$ cat config.mk
export PLATFORM = sky130hd
export DESIGN_NAME = rom_port_ctrl
export DESIGN_NICKNAME = d
export VERILOG_FILES = /design/src/rtl/rom_port_pkg.sv /design/src/rtl/rom_cfg_reg.sv /design/src/rtl/rom_table.sv /design/src/rtl/rom_access_seq.sv /design/src/rtl/rom_port_ctrl.sv
export SDC_FILE = /design/constraint.sdc
export NUM_CORES = 1
export LEC_CHECK = 0
export CORE_MARGIN = 8
export CORE_UTILIZATION = 52
export CTS_CLUSTER_DIAMETER = 100
export DETAILED_ROUTE_END_ITERATION = 12
export GPL_TIMING_DRIVEN = 0
export PLACE_DENSITY = 0.8
export SYNTH_ARGS = -nofsm -noshare
export SYNTH_HDL_FRONTEND = slang
export SYNTH_SLANG_ARGS = --single-unit
$ cat constraint.sdc
create_clock -name clk -period 2.8 [get_ports clk]
set_input_delay 0.56 -clock clk [delete_from_list [all_inputs] [get_ports clk]]
set_output_delay 0.56 -clock clk [all_outputs]
set_load 0.005 [all_outputs]
$ cat src/rtl/rom_port_pkg.sv
package rom_port_pkg;

  typedef struct packed {
    logic       lock;
    logic [1:0] space;
    logic [1:0] wsel;
  } cfg_t;

  typedef enum logic [1:0] {
    ST_IDLE = 2'd0,
    ST_BUSY = 2'd1,
    ST_RESP = 2'd2
  } seq_st_t;

  // Content rule of the array: high byte 3*i+1, low byte i xor 5A.
  function automatic logic [15:0] rom_word(input logic [7:0] i);
    logic [7:0] hi;
    hi = i * 8'd3 + 8'd1;
    return {hi, i ^ 8'h5A};
  endfunction

endpackage

$ cat src/rtl/rom_cfg_reg.sv
module rom_cfg_reg
  import rom_port_pkg::*;
#(
  parameter logic [1:0] DEF_SPACE = 2'b00,
  parameter logic [1:0] DEF_WAIT  = 2'b00
) (
  input  logic clk,
  input  logic rst_n,
  input  logic we,
  input  cfg_t wdata,
  output cfg_t cfg_q
);

  always_ff @(posedge clk) begin
    if (!rst_n) begin
      cfg_q.lock  <= 1'b0;
      cfg_q.space <= DEF_SPACE;
      cfg_q.wsel  <= DEF_WAIT;
    end else if (we && !cfg_q.lock) begin
      cfg_q <= wdata;
    end
  end

  // once set, the lock stays set until reset
  a_r2_lock_sticky: assert property (@(posedge clk) disable iff (!rst_n)
    cfg_q.lock |=> cfg_q.lock);

  // a locked register never changes
  a_r3_frozen_fields: assert property (@(posedge clk) disable iff (!rst_n)
    cfg_q.lock |=> $stable(cfg_q));

endmodule

$ cat src/rtl/rom_table.sv
module rom_table
  import rom_port_pkg::*;
#(
  parameter int IDX_W = 6
) (
  input  logic [IDX_W-1:0] idx,
  output logic [15:0]      word
);

  logic [7:0] idx8;

  generate
    if (IDX_W < 8) begin : g_pad
      assign idx8 = {{(8-IDX_W){1'b0}}, idx};
    end else begin : g_trunc
      assign idx8 = idx[7:0];
    end
  endgenerate

  assign word = rom_word(idx8);

endmodule

$ cat src/rtl/rom_access_seq.sv
module rom_access_seq
  import rom_port_pkg::*;
#(
  parameter int ADDR_W = 7,
  parameter int IDX_W  = ADDR_W - 1
) (
  input  logic              clk,
  input  logic              rst_n,
  input  logic              req_valid,
  output logic              req_ready,
  input  logic [ADDR_W-1:0] req_addr,
  input  logic [1:0]        req_size,
  input  logic              req_prog,
  input  logic              prog_only,
  input  logic [1:0]        cfg_wsel,
  output logic [IDX_W-1:0]  rd_idx,
  input  logic [15:0]       rd_word,
  output logic              rsp_valid,
  input  logic              rsp_ready,
  output logic [31:0]       rsp_data
);

  localparam int CNT_W  = 4;
  localparam int DATA_W = 32;

  seq_st_t           st_q;
  logic [ADDR_W-1:0] addr_q;
  logic              long_q, word_q, split_q, half_q;
  logic [1:0]        wsel_q;
  logic [CNT_W-1:0]  cnt_q;
  logic [DATA_W-1:0] acc_q;

  logic              accept, blocked, req_split, narrow, last_half;
  logic [7:0]        piece8;
  logic [DATA_W-1:0] acc_next;

  // Last count value of one half: 2*(w+2) clocks minus one.
  function automatic logic [CNT_W-1:0] half_last(input logic [1:0] w);
    return CNT_W'({w, 1'b1}) + CNT_W'(2);
  endfunction

  assign req_ready = (st_q == ST_IDLE);
  assign accept    = req_valid & req_ready;
  assign blocked   = prog_only & ~req_prog;
  assign req_split = req_size[1] | ((req_size == 2'b01) & req_addr[0]);

  assign narrow    = ~long_q & (~word_q | addr_q[0]);
  assign last_half = ~split_q | half_q;
  assign rd_idx    = addr_q[ADDR_W-1:1] + IDX_W'(half_q);
  assign piece8    = (addr_q[0] ^ half_q) ? rd_word[7:0] : rd_word[15:8];
  assign acc_next  = narrow ? {acc_q[DATA_W-9:0], piece8}
                            : {acc_q[DATA_W-17:0], rd_word};

  always_ff @(posedge clk) begin
    if (!rst_n) begin
      st_q    <= ST_IDLE;
      addr_q  <= '0;
      long_q  <= 1'b0;
      word_q  <= 1'b0;
      split_q <= 1'b0;
      half_q  <= 1'b0;
      wsel_q  <= '0;
      cnt_q   <= '0;
      acc_q   <= '0;
    end else begin
      case (st_q)
        ST_IDLE: begin
          if (accept && !blocked) begin
            st_q    <= ST_BUSY;
            addr_q  <= req_addr;
            long_q  <= req_size[1];
            word_q  <= ~req_size[1] & req_size[0];
            split_q <= req_split;
            half_q  <= 1'b0;
            wsel_q  <= cfg_wsel;
            cnt_q   <= half_last(cfg_wsel);
            acc_q   <= '0;
          end
        end
        ST_BUSY: begin
          if (cnt_q != '0) begin
            cnt_q <= cnt_q - 1'b1;
          end else begin
            acc_q <= acc_next;
            if (last_half) begin
              st_q <= ST_RESP;
            end else begin
              half_q <= 1'b1;
              cnt_q  <= half_last(wsel_q);
            end
          end
        end
        ST_RESP: begin
          if (rsp_ready) st_q <= ST_IDLE;
        end
        default: st_q <= ST_IDLE;
      endcase
    end
  end

  assign rsp_valid = (st_q == ST_RESP);
  assign rsp_data  = rsp_valid ? acc_q : '0;

  // a stalled response holds its data
  a_r8_hold_stalled: assert property (@(posedge clk) disable iff (!rst_n)
    rsp_valid && !rsp_ready |=> rsp_valid && $stable(rsp_data));

  // a filtered data access leaves the block idle with no response
  a_r4_drop_filtered: assert property (@(posedge clk) disable iff (!rst_n)
    req_valid && req_ready && prog_only && !req_prog |=> !rsp_valid && req_ready);

  // the half counter never exceeds the length of a half
  a_r5_count_bound: assert property (@(posedge clk) disable iff (!rst_n)
    (st_q == ST_BUSY) |-> (cnt_q <= half_last(wsel_q)));

  // the wait setting of an access in flight does not move
  a_r9_wait_frozen: assert property (@(posedge clk) disable iff (!rst_n)
    (st_q == ST_BUSY) |=> $stable(wsel_q));

endmodule

$ cat src/rtl/rom_port_ctrl.sv
module rom_port_ctrl
  import rom_port_pkg::*;
#(
  parameter int         ADDR_W    = 7,
  parameter logic [1:0] DEF_SPACE = 2'b00,
  parameter logic [1:0] DEF_WAIT  = 2'b00
) (
  input  logic              clk,
  input  logic              rst_n,
  input  logic              cfg_we,
  input  logic [4:0]        cfg_wdata,
  output logic [4:0]        cfg_rdata,
  input  logic              req_valid,
  output logic              req_ready,
  input  logic [ADDR_W-1:0] req_addr,
  input  logic [1:0]        req_size,
  input  logic              req_prog,
  output logic              rsp_valid,
  input  logic              rsp_ready,
  output logic [31:0]       rsp_data
);

  localparam int IDX_W = ADDR_W - 1;

  cfg_t             cfg_q;
  cfg_t             cfg_wr;
  logic [IDX_W-1:0] rd_idx;
  logic [15:0]      rd_word;

  assign cfg_wr    = cfg_t'(cfg_wdata);
  assign cfg_rdata = cfg_q;

  rom_cfg_reg #(
    .DEF_SPACE (DEF_SPACE),
    .DEF_WAIT  (DEF_WAIT)
  ) u_cfg (
    .clk   (clk),
    .rst_n (rst_n),
    .we    (cfg_we),
    .wdata (cfg_wr),
    .cfg_q (cfg_q)
  );

  rom_table #(
    .IDX_W (IDX_W)
  ) u_table (
    .idx  (rd_idx),
    .word (rd_word)
  );

  rom_access_seq #(
    .ADDR_W (ADDR_W),
    .IDX_W  (IDX_W)
  ) u_seq (
    .clk       (clk),
    .rst_n     (rst_n),
    .req_valid (req_valid),
    .req_ready (req_ready),
    .req_addr  (req_addr),
    .req_size  (req_size),
    .req_prog  (req_prog),
    .prog_only (cfg_q.space[0]),
    .cfg_wsel  (cfg_q.wsel),
    .rd_idx    (rd_idx),
    .rd_word   (rd_word),
    .rsp_valid (rsp_valid),
    .rsp_ready (rsp_ready),
    .rsp_data  (rsp_data)
  );

endmodule

; Word level (Yosys, flattened, before mapping)
; Cells that the tools add are included.
[classes]
n_mux = 19
n_bitwise = 15
n_mul = 1
n_addsub = 5
n_eq_ne = 9
n_reduce_logical = 12
[ops]
columns = op, count
row1 = $mux W32, 4
row2 = $pmux W32 S2, 1
row3 = $mux W4, 3
row4 = $add A3 B2 Y4 const B, 2
row5 = $add A8 B1 Y8 const B, 1
row6 = $mul A6 B2 Y8 const B, 1
row7 = $mux W2, 4
row8 = $mux W8, 1
row9 = $ne A2 B2 Y1 const B, 4
row10 = $pmux W4 S2, 1
row11 = $reduce_and A4 Y1, 2
row12 = $add A6 B1 Y6, 1
row13 = $pmux W2 S3, 1
row14 = $reduce_and A3 Y1, 2
row15 = $and A1 B1 Y1, 5
row16 = $not A1 Y1, 5
row17 = $eq A2 B1 Y1 const B, 2
row18 = $not A3 Y4, 1
row19 = $reduce_bool A4 Y1, 1
row20 = $sub A4 B1 Y4 const B, 1
row21 = $mux W1, 3
row22 = $ne A3 B3 Y1 const B, 1
row23 = $or A1 B1 Y1, 3
row24 = $eq A2 B2 Y1 const B, 1
row25 = other kinds (8), 10
[word_totals]
output_inout_bits = 39
reg_bits = 56
in_bits = 20

; Depth between registers and ports, before layout
[depth]
depth_word = 7
mapped_depth = 10

; Cells and area by module
; From an unflattened synthesis, not the netlist that was laid out.
[unflattened]
hier_cells = 424
hier_area_um2 = 3518.4
[modules_own_cells]
columns = mod, area_each_um2, cells_per_inst, seq_area_each_um2, n_inst
row1 = rom_access_seq, 2935.3, 350, 1021.0, 1
row2 = rom_table, 385.4, 52, 0.0, 1
row3 = rom_cfg_reg, 197.7, 22, 100.1, 1

; Least setup slack after synthesis
; Ideal clock, no wire load.
[synth_timing]
path_kind = register to register
from = register u_seq.half_q
to = register u_seq.acc_q[6]
path_stages_with_launch = 11
period_less_slack_ns = 2.407
setup_time_ns = 0.119
path_slack_ns = 0.393
arrival_ns = 2.288
path_cell_list = dfxtp_1 -> ha_1 -> and3_1 -> nand3_1 -> xnor2_1 -> ha_1 -> and3_1 -> a221o_1 -> xnor3_1 -> nor3_1 -> nor3_1
[synth_between]
elab_chain_len = 7
[synth_lines]
columns = item, line_no
row1 = from (decl), rom_access_seq.sv:28  ; logic long_q, word_q, split_q, half_q;
row2 = from (signal assigned), rom_access_seq.sv:61  ; half_q <= 1'b0;
row3 = from (signal assigned), rom_access_seq.sv:74  ; half_q <= 1'b0;
row4 = from (signal assigned), rom_access_seq.sv:88  ; half_q <= 1'b1;
row5 = $add A6 B1 Y6, rom_access_seq.sv:49  ; assign rd_idx = addr_q[ADDR_W-1:1] + IDX_W'(half_q);
row6 = $mul A6 B2 Y8, rom_port_pkg.sv:18  ; hi = i * 8'd3 + 8'd1;
row7 = $add A8 B1 Y8, rom_port_pkg.sv:18
row8 = $mux W8 (*), rom_access_seq.sv:50  ; assign piece8 = (addr_q[0] ^ half_q) ? rd_word[7:0] : rd_word[15:8];
row9 = $mux W32 (*), rom_access_seq.sv:51  ; assign acc_next = narrow ? {acc_q[DATA_W-9:0], piece8}
row10 = $mux W32 (*), rom_access_seq.sv:81  ; if (cnt_q != '0) begin
row11 = $pmux W32 S2 (*), rom_access_seq.sv:66  ; case (st_q)
row12 = to (signal assigned), rom_access_seq.sv:84  ; acc_q <= acc_next;
row13 = to (decl), rom_access_seq.sv:31  ; logic [DATA_W-1:0] acc_q;
; Mark *: on every way between the ends. The rest lies on a longest branch, timed or not. The select of a mux whose other input is x is not followed.
; A chain may end at the register's enable or synchronous reset.

; Worst setup path in the final report
[layout_timing]
from = register u_seq.st_q[1]
to = output rsp_data[17]
[layout_between]
elab_chain_len = 2
[layout_lines]
columns = item, line_no
row1 = from (decl), rom_access_seq.sv:26  ; seq_st_t st_q;
row2 = from (signal assigned), rom_access_seq.sv:56  ; st_q <= ST_IDLE;
row3 = from (signal assigned), rom_access_seq.sv:69  ; st_q <= ST_BUSY;
row4 = from (signal assigned), rom_access_seq.sv:86  ; st_q <= ST_RESP;
row5 = $eq A2 B2 Y1, rom_access_seq.sv:101  ; assign rsp_valid = (st_q == ST_RESP);
row6 = $mux W32, rom_access_seq.sv:102  ; assign rsp_data = rsp_valid ? acc_q : '0;
row7 = to (decl), rom_port_ctrl.sv:20  ; output logic [31:0] rsp_data
; No other way between the ends.

==> reports/metrics.yaml <==
yosys-top-cells-area: "dfxtp_1 36%, nand2_1 8.0%, and2_1 6.5%, a21oi_1 6.0%, ha_1 4.5%"
clkPwrFrac: 0.277
antenna_found_initial: 0
worst_slack_ns: 0.172
synthDistinctLibCells: 48
syn-num-nets: 409
clk_latency_ns: 0.31
grt_max_degree: 17
rsz0062_at_grt: "no"
track_usage: 0.188
timing.setup.tns_ns: 0
endpoint_kind: "output port"
syn2layout_area_growth_pct: 26.2
synthMuxAreaShare: 0.0559
detail-route-antenna-nets: 0
min_period_ns: 2.63
post_dp_cell_area_sq_mm: 0.00376
synth_fa_ha_area_frac: 0.0510
start_kind: "register"
h-tree-depth: 2
port_buffers: 58
grt_overflow_total: 0
final_cell_area_sq_mm: 0.00390
clock_skew_ns: 0.0118
synth_xor_area_frac: 0.0356
drive_gt1_frac: 0.0971
synth_area_leader_cell: "dfxtp_1"
p_seq_frac: 0.468
slew_headroom: 0.583
netlist_area_sq_mm: 0.00309
first_iter_violations: 256
dp_hpwl_mm: 6.14
drt_drc_violations_left: 0
wl_mm: 8.04
clk_root_buffer_cell: "clkbuf_8"
worst_pin_slew_ns: 0.626
nets: 474
max_freq_mhz: 380
cts_sinks: 56
synthCells: 377
synth-compound-area-share: 0.195
yosysSeqAreaShare: 0.363
dp_slack_ns: 0.102
yosysMostFrequentCell: "nand2_1"
row_count: 28
clk_pin_slew_ns: 0.10
p_switching_mw: 0.587
place.gp.congestion: 0.864
finalCritPeriodShare: 0.939
n_antenna_cell: 0
synth_top_family_by_area: "simple AND/OR/NAND/NOR gates"
cp_max_fo: 10
grt_first_pass_wirelength_mm: 13.4
core_region_area_sq_mm: 0.00582
grt_pass1_vias: 2841
ys_seq_elements: 56
die_h_microns: 93.1
cpPeakStageDelay_ns: 0.53
firstDrtPassIters: 5
vias: 2878
status: "completed"
maxSlewViolCount: 0
syn_area_per_cell_sq_um: 8.20
dieArea_sq_mm: 0.00867
viasPerCell: 5.56
cp.arrival_ns: 2.07
yosysWarnings: 0
p_per_area_mw_per_mm2: 486
hold_path_class: "register to register"
holdWs_ns: 0.454
path_cells: "nor2b_2, clkbuf_1, and2_1, clkdlybuf4s50_1"
post_cts_buffers: 0
combPwrFrac: 0.255
clk_path_buf_depth: 2
final_util: 0.670
setup-violations-final: 0
slowest_stage: "clkdlybuf4s50_1"
wire_per_inst_microns: 15.5
pin_count: 59
leakagePower_nw: 1.54
numCtsBuffers: 5
cts_tree: "built"
synthDominantCellAreaShare: 0.363
die_w_microns: 93.1
hold_violations: 0
synth_common_cells: "66 x nand2_1, 56 x dfxtp_1, 37 x a21oi_1, 32 x and2_1, 27 x nor2_1"
synth_edf_count: 0
p_int_mw: 1.31
swShare: 0.310
cp.required_ns: 2.24
maxCapViolations: 0
ir_drop_uv: 416
worstSetupPathType: "register to output port"
start_util: 0.531
async_flop_share: 0
synthSimpleGateAreaFrac: 0.250
ys_dominant_reg_cell: "dfxtp_1"
-- cell usage in the layout (no fill, tap or decap), types with 4 or more instances in the layout --
| cell type | synthesis | final |
|---|---|---|
| o211ai_1 | 5 | 5 |
| o21a_1 | 4 | 4 |
| o21ai_0 | 4 | 4 |
| nor2b_1 | 7 | 6 |
| and3_1 | 4 | 4 |
| inv_1 | 9 | 9 |
| xor2_1 | 6 | 4 |
| clkbuf_8 | 0 | 5 |
| a22oi_1 | 9 | 9 |
| a21oi_1 | 37 | 37 |
| nor3_1 | 6 | 6 |
| a21oi_2 | 4 | 4 |
| clkdlybuf4s50_1 | 0 | 58 |
| a21o_1 | 6 | 6 |
| nand2_1 | 66 | 66 |
| mux2i_1 | 6 | 6 |
| and2_1 | 32 | 32 |
| nand3_1 | 5 | 5 |
| nor2_1 | 27 | 27 |
| mux2_2 | 10 | 10 |
| clkbuf_1 | 12 | 13 |
| dfxtp_1 | 56 | 55 |
| a211o_1 | 6 | 6 |
| ha_1 | 11 | 11 |
| buf_2 | 8 | 8 |
-- cells by family after synthesis --
| logic type | count (synthesis) |
|---|---|
| and+or+nand+nor | 159 |
| muxes | 16 |
| adders and majority gates | 12 |
| buffers and inverters | 33 |
| AOI/OAI and AO/OA | 90 |
| xor gates and xnor gates | 11 |
| DFF | 56 |
-- power groups by stage --
stage	clock network, mW	registers, mW	logic, mW
after floorplan	0	0.891	0.338
after global placement	0	0.901	0.467
after detailed placement	0	0.903	0.475
after CTS	0.529	0.885	0.479
after global routing	0.563	0.896	0.537
final	0.525	0.888	0.484
-- what timing repair did --
item	4_1_cts	5_1_grt
hold endpoints to repair	0	0
setup endpoints to repair	0	33
hold buffers	0	0
gates resized for setup	0	5
-- final timing paths --
kind                    from               to  slack [ns]  cells past startpoint
max            u_seq.st_q[1]     rsp_data[17]        0.17                      4
max reg2reg     u_seq.half_q  u_seq.acc_q[14]        0.18                     10
min reg2reg  u_seq.acc_q[26]  u_seq.acc_q[26]        0.45                      2
min          u_seq.acc_q[26]  u_seq.acc_q[26]        0.45                      2
-- cell type report --
type	instances	area, sq um
Sequential cell	56	1120
Clock buffer	6	72.6
Clock inverter	2	35.0
Timing Repair Buffer	58	581
Buffer	23	115
Fill cell	517	1920
Multi-Input combinational cell	288	1840
Tap cell	75	93.8
Inverter	10	37.5
-- through the flow --
stage	power [mW]	instances
floorplan	1.23	377
CTS	1.89	518
global route	2.00	518
detailed placement	1.38	510
finish	1.90	518
global placement	1.37	510
-- layer usage --
layer / global-route usage / share of wire / up-vias
li1: - / - / 1417
met1: 0.228 / 0.43 / 1341
met2: 0.320 / 0.49 / 105
met3: 0.0353 / 0.064 / 15
met4: 0.0752 / 0.018 / 0
met5: 0 / 0 / -
-- flip-flops by register name (all words and copies together), names as in the netlist, 2 cells and up --
signal,cells
u_seq.acc_q,32
u_seq.addr_q,7
u_cfg.cfg_q,5
u_seq.cnt_q,4
u_seq.st_q,2
u_seq.wsel_q,2
-- worst max-delay path, delay by kind of cell (launching register included) --
kind | cells | cell delay, ns
buf+inv | 2 | 0.88
simple gates | 2 | 0.51
flops | 1 | 0.37
Note: power is estimated with default switching activity, not from simulation.
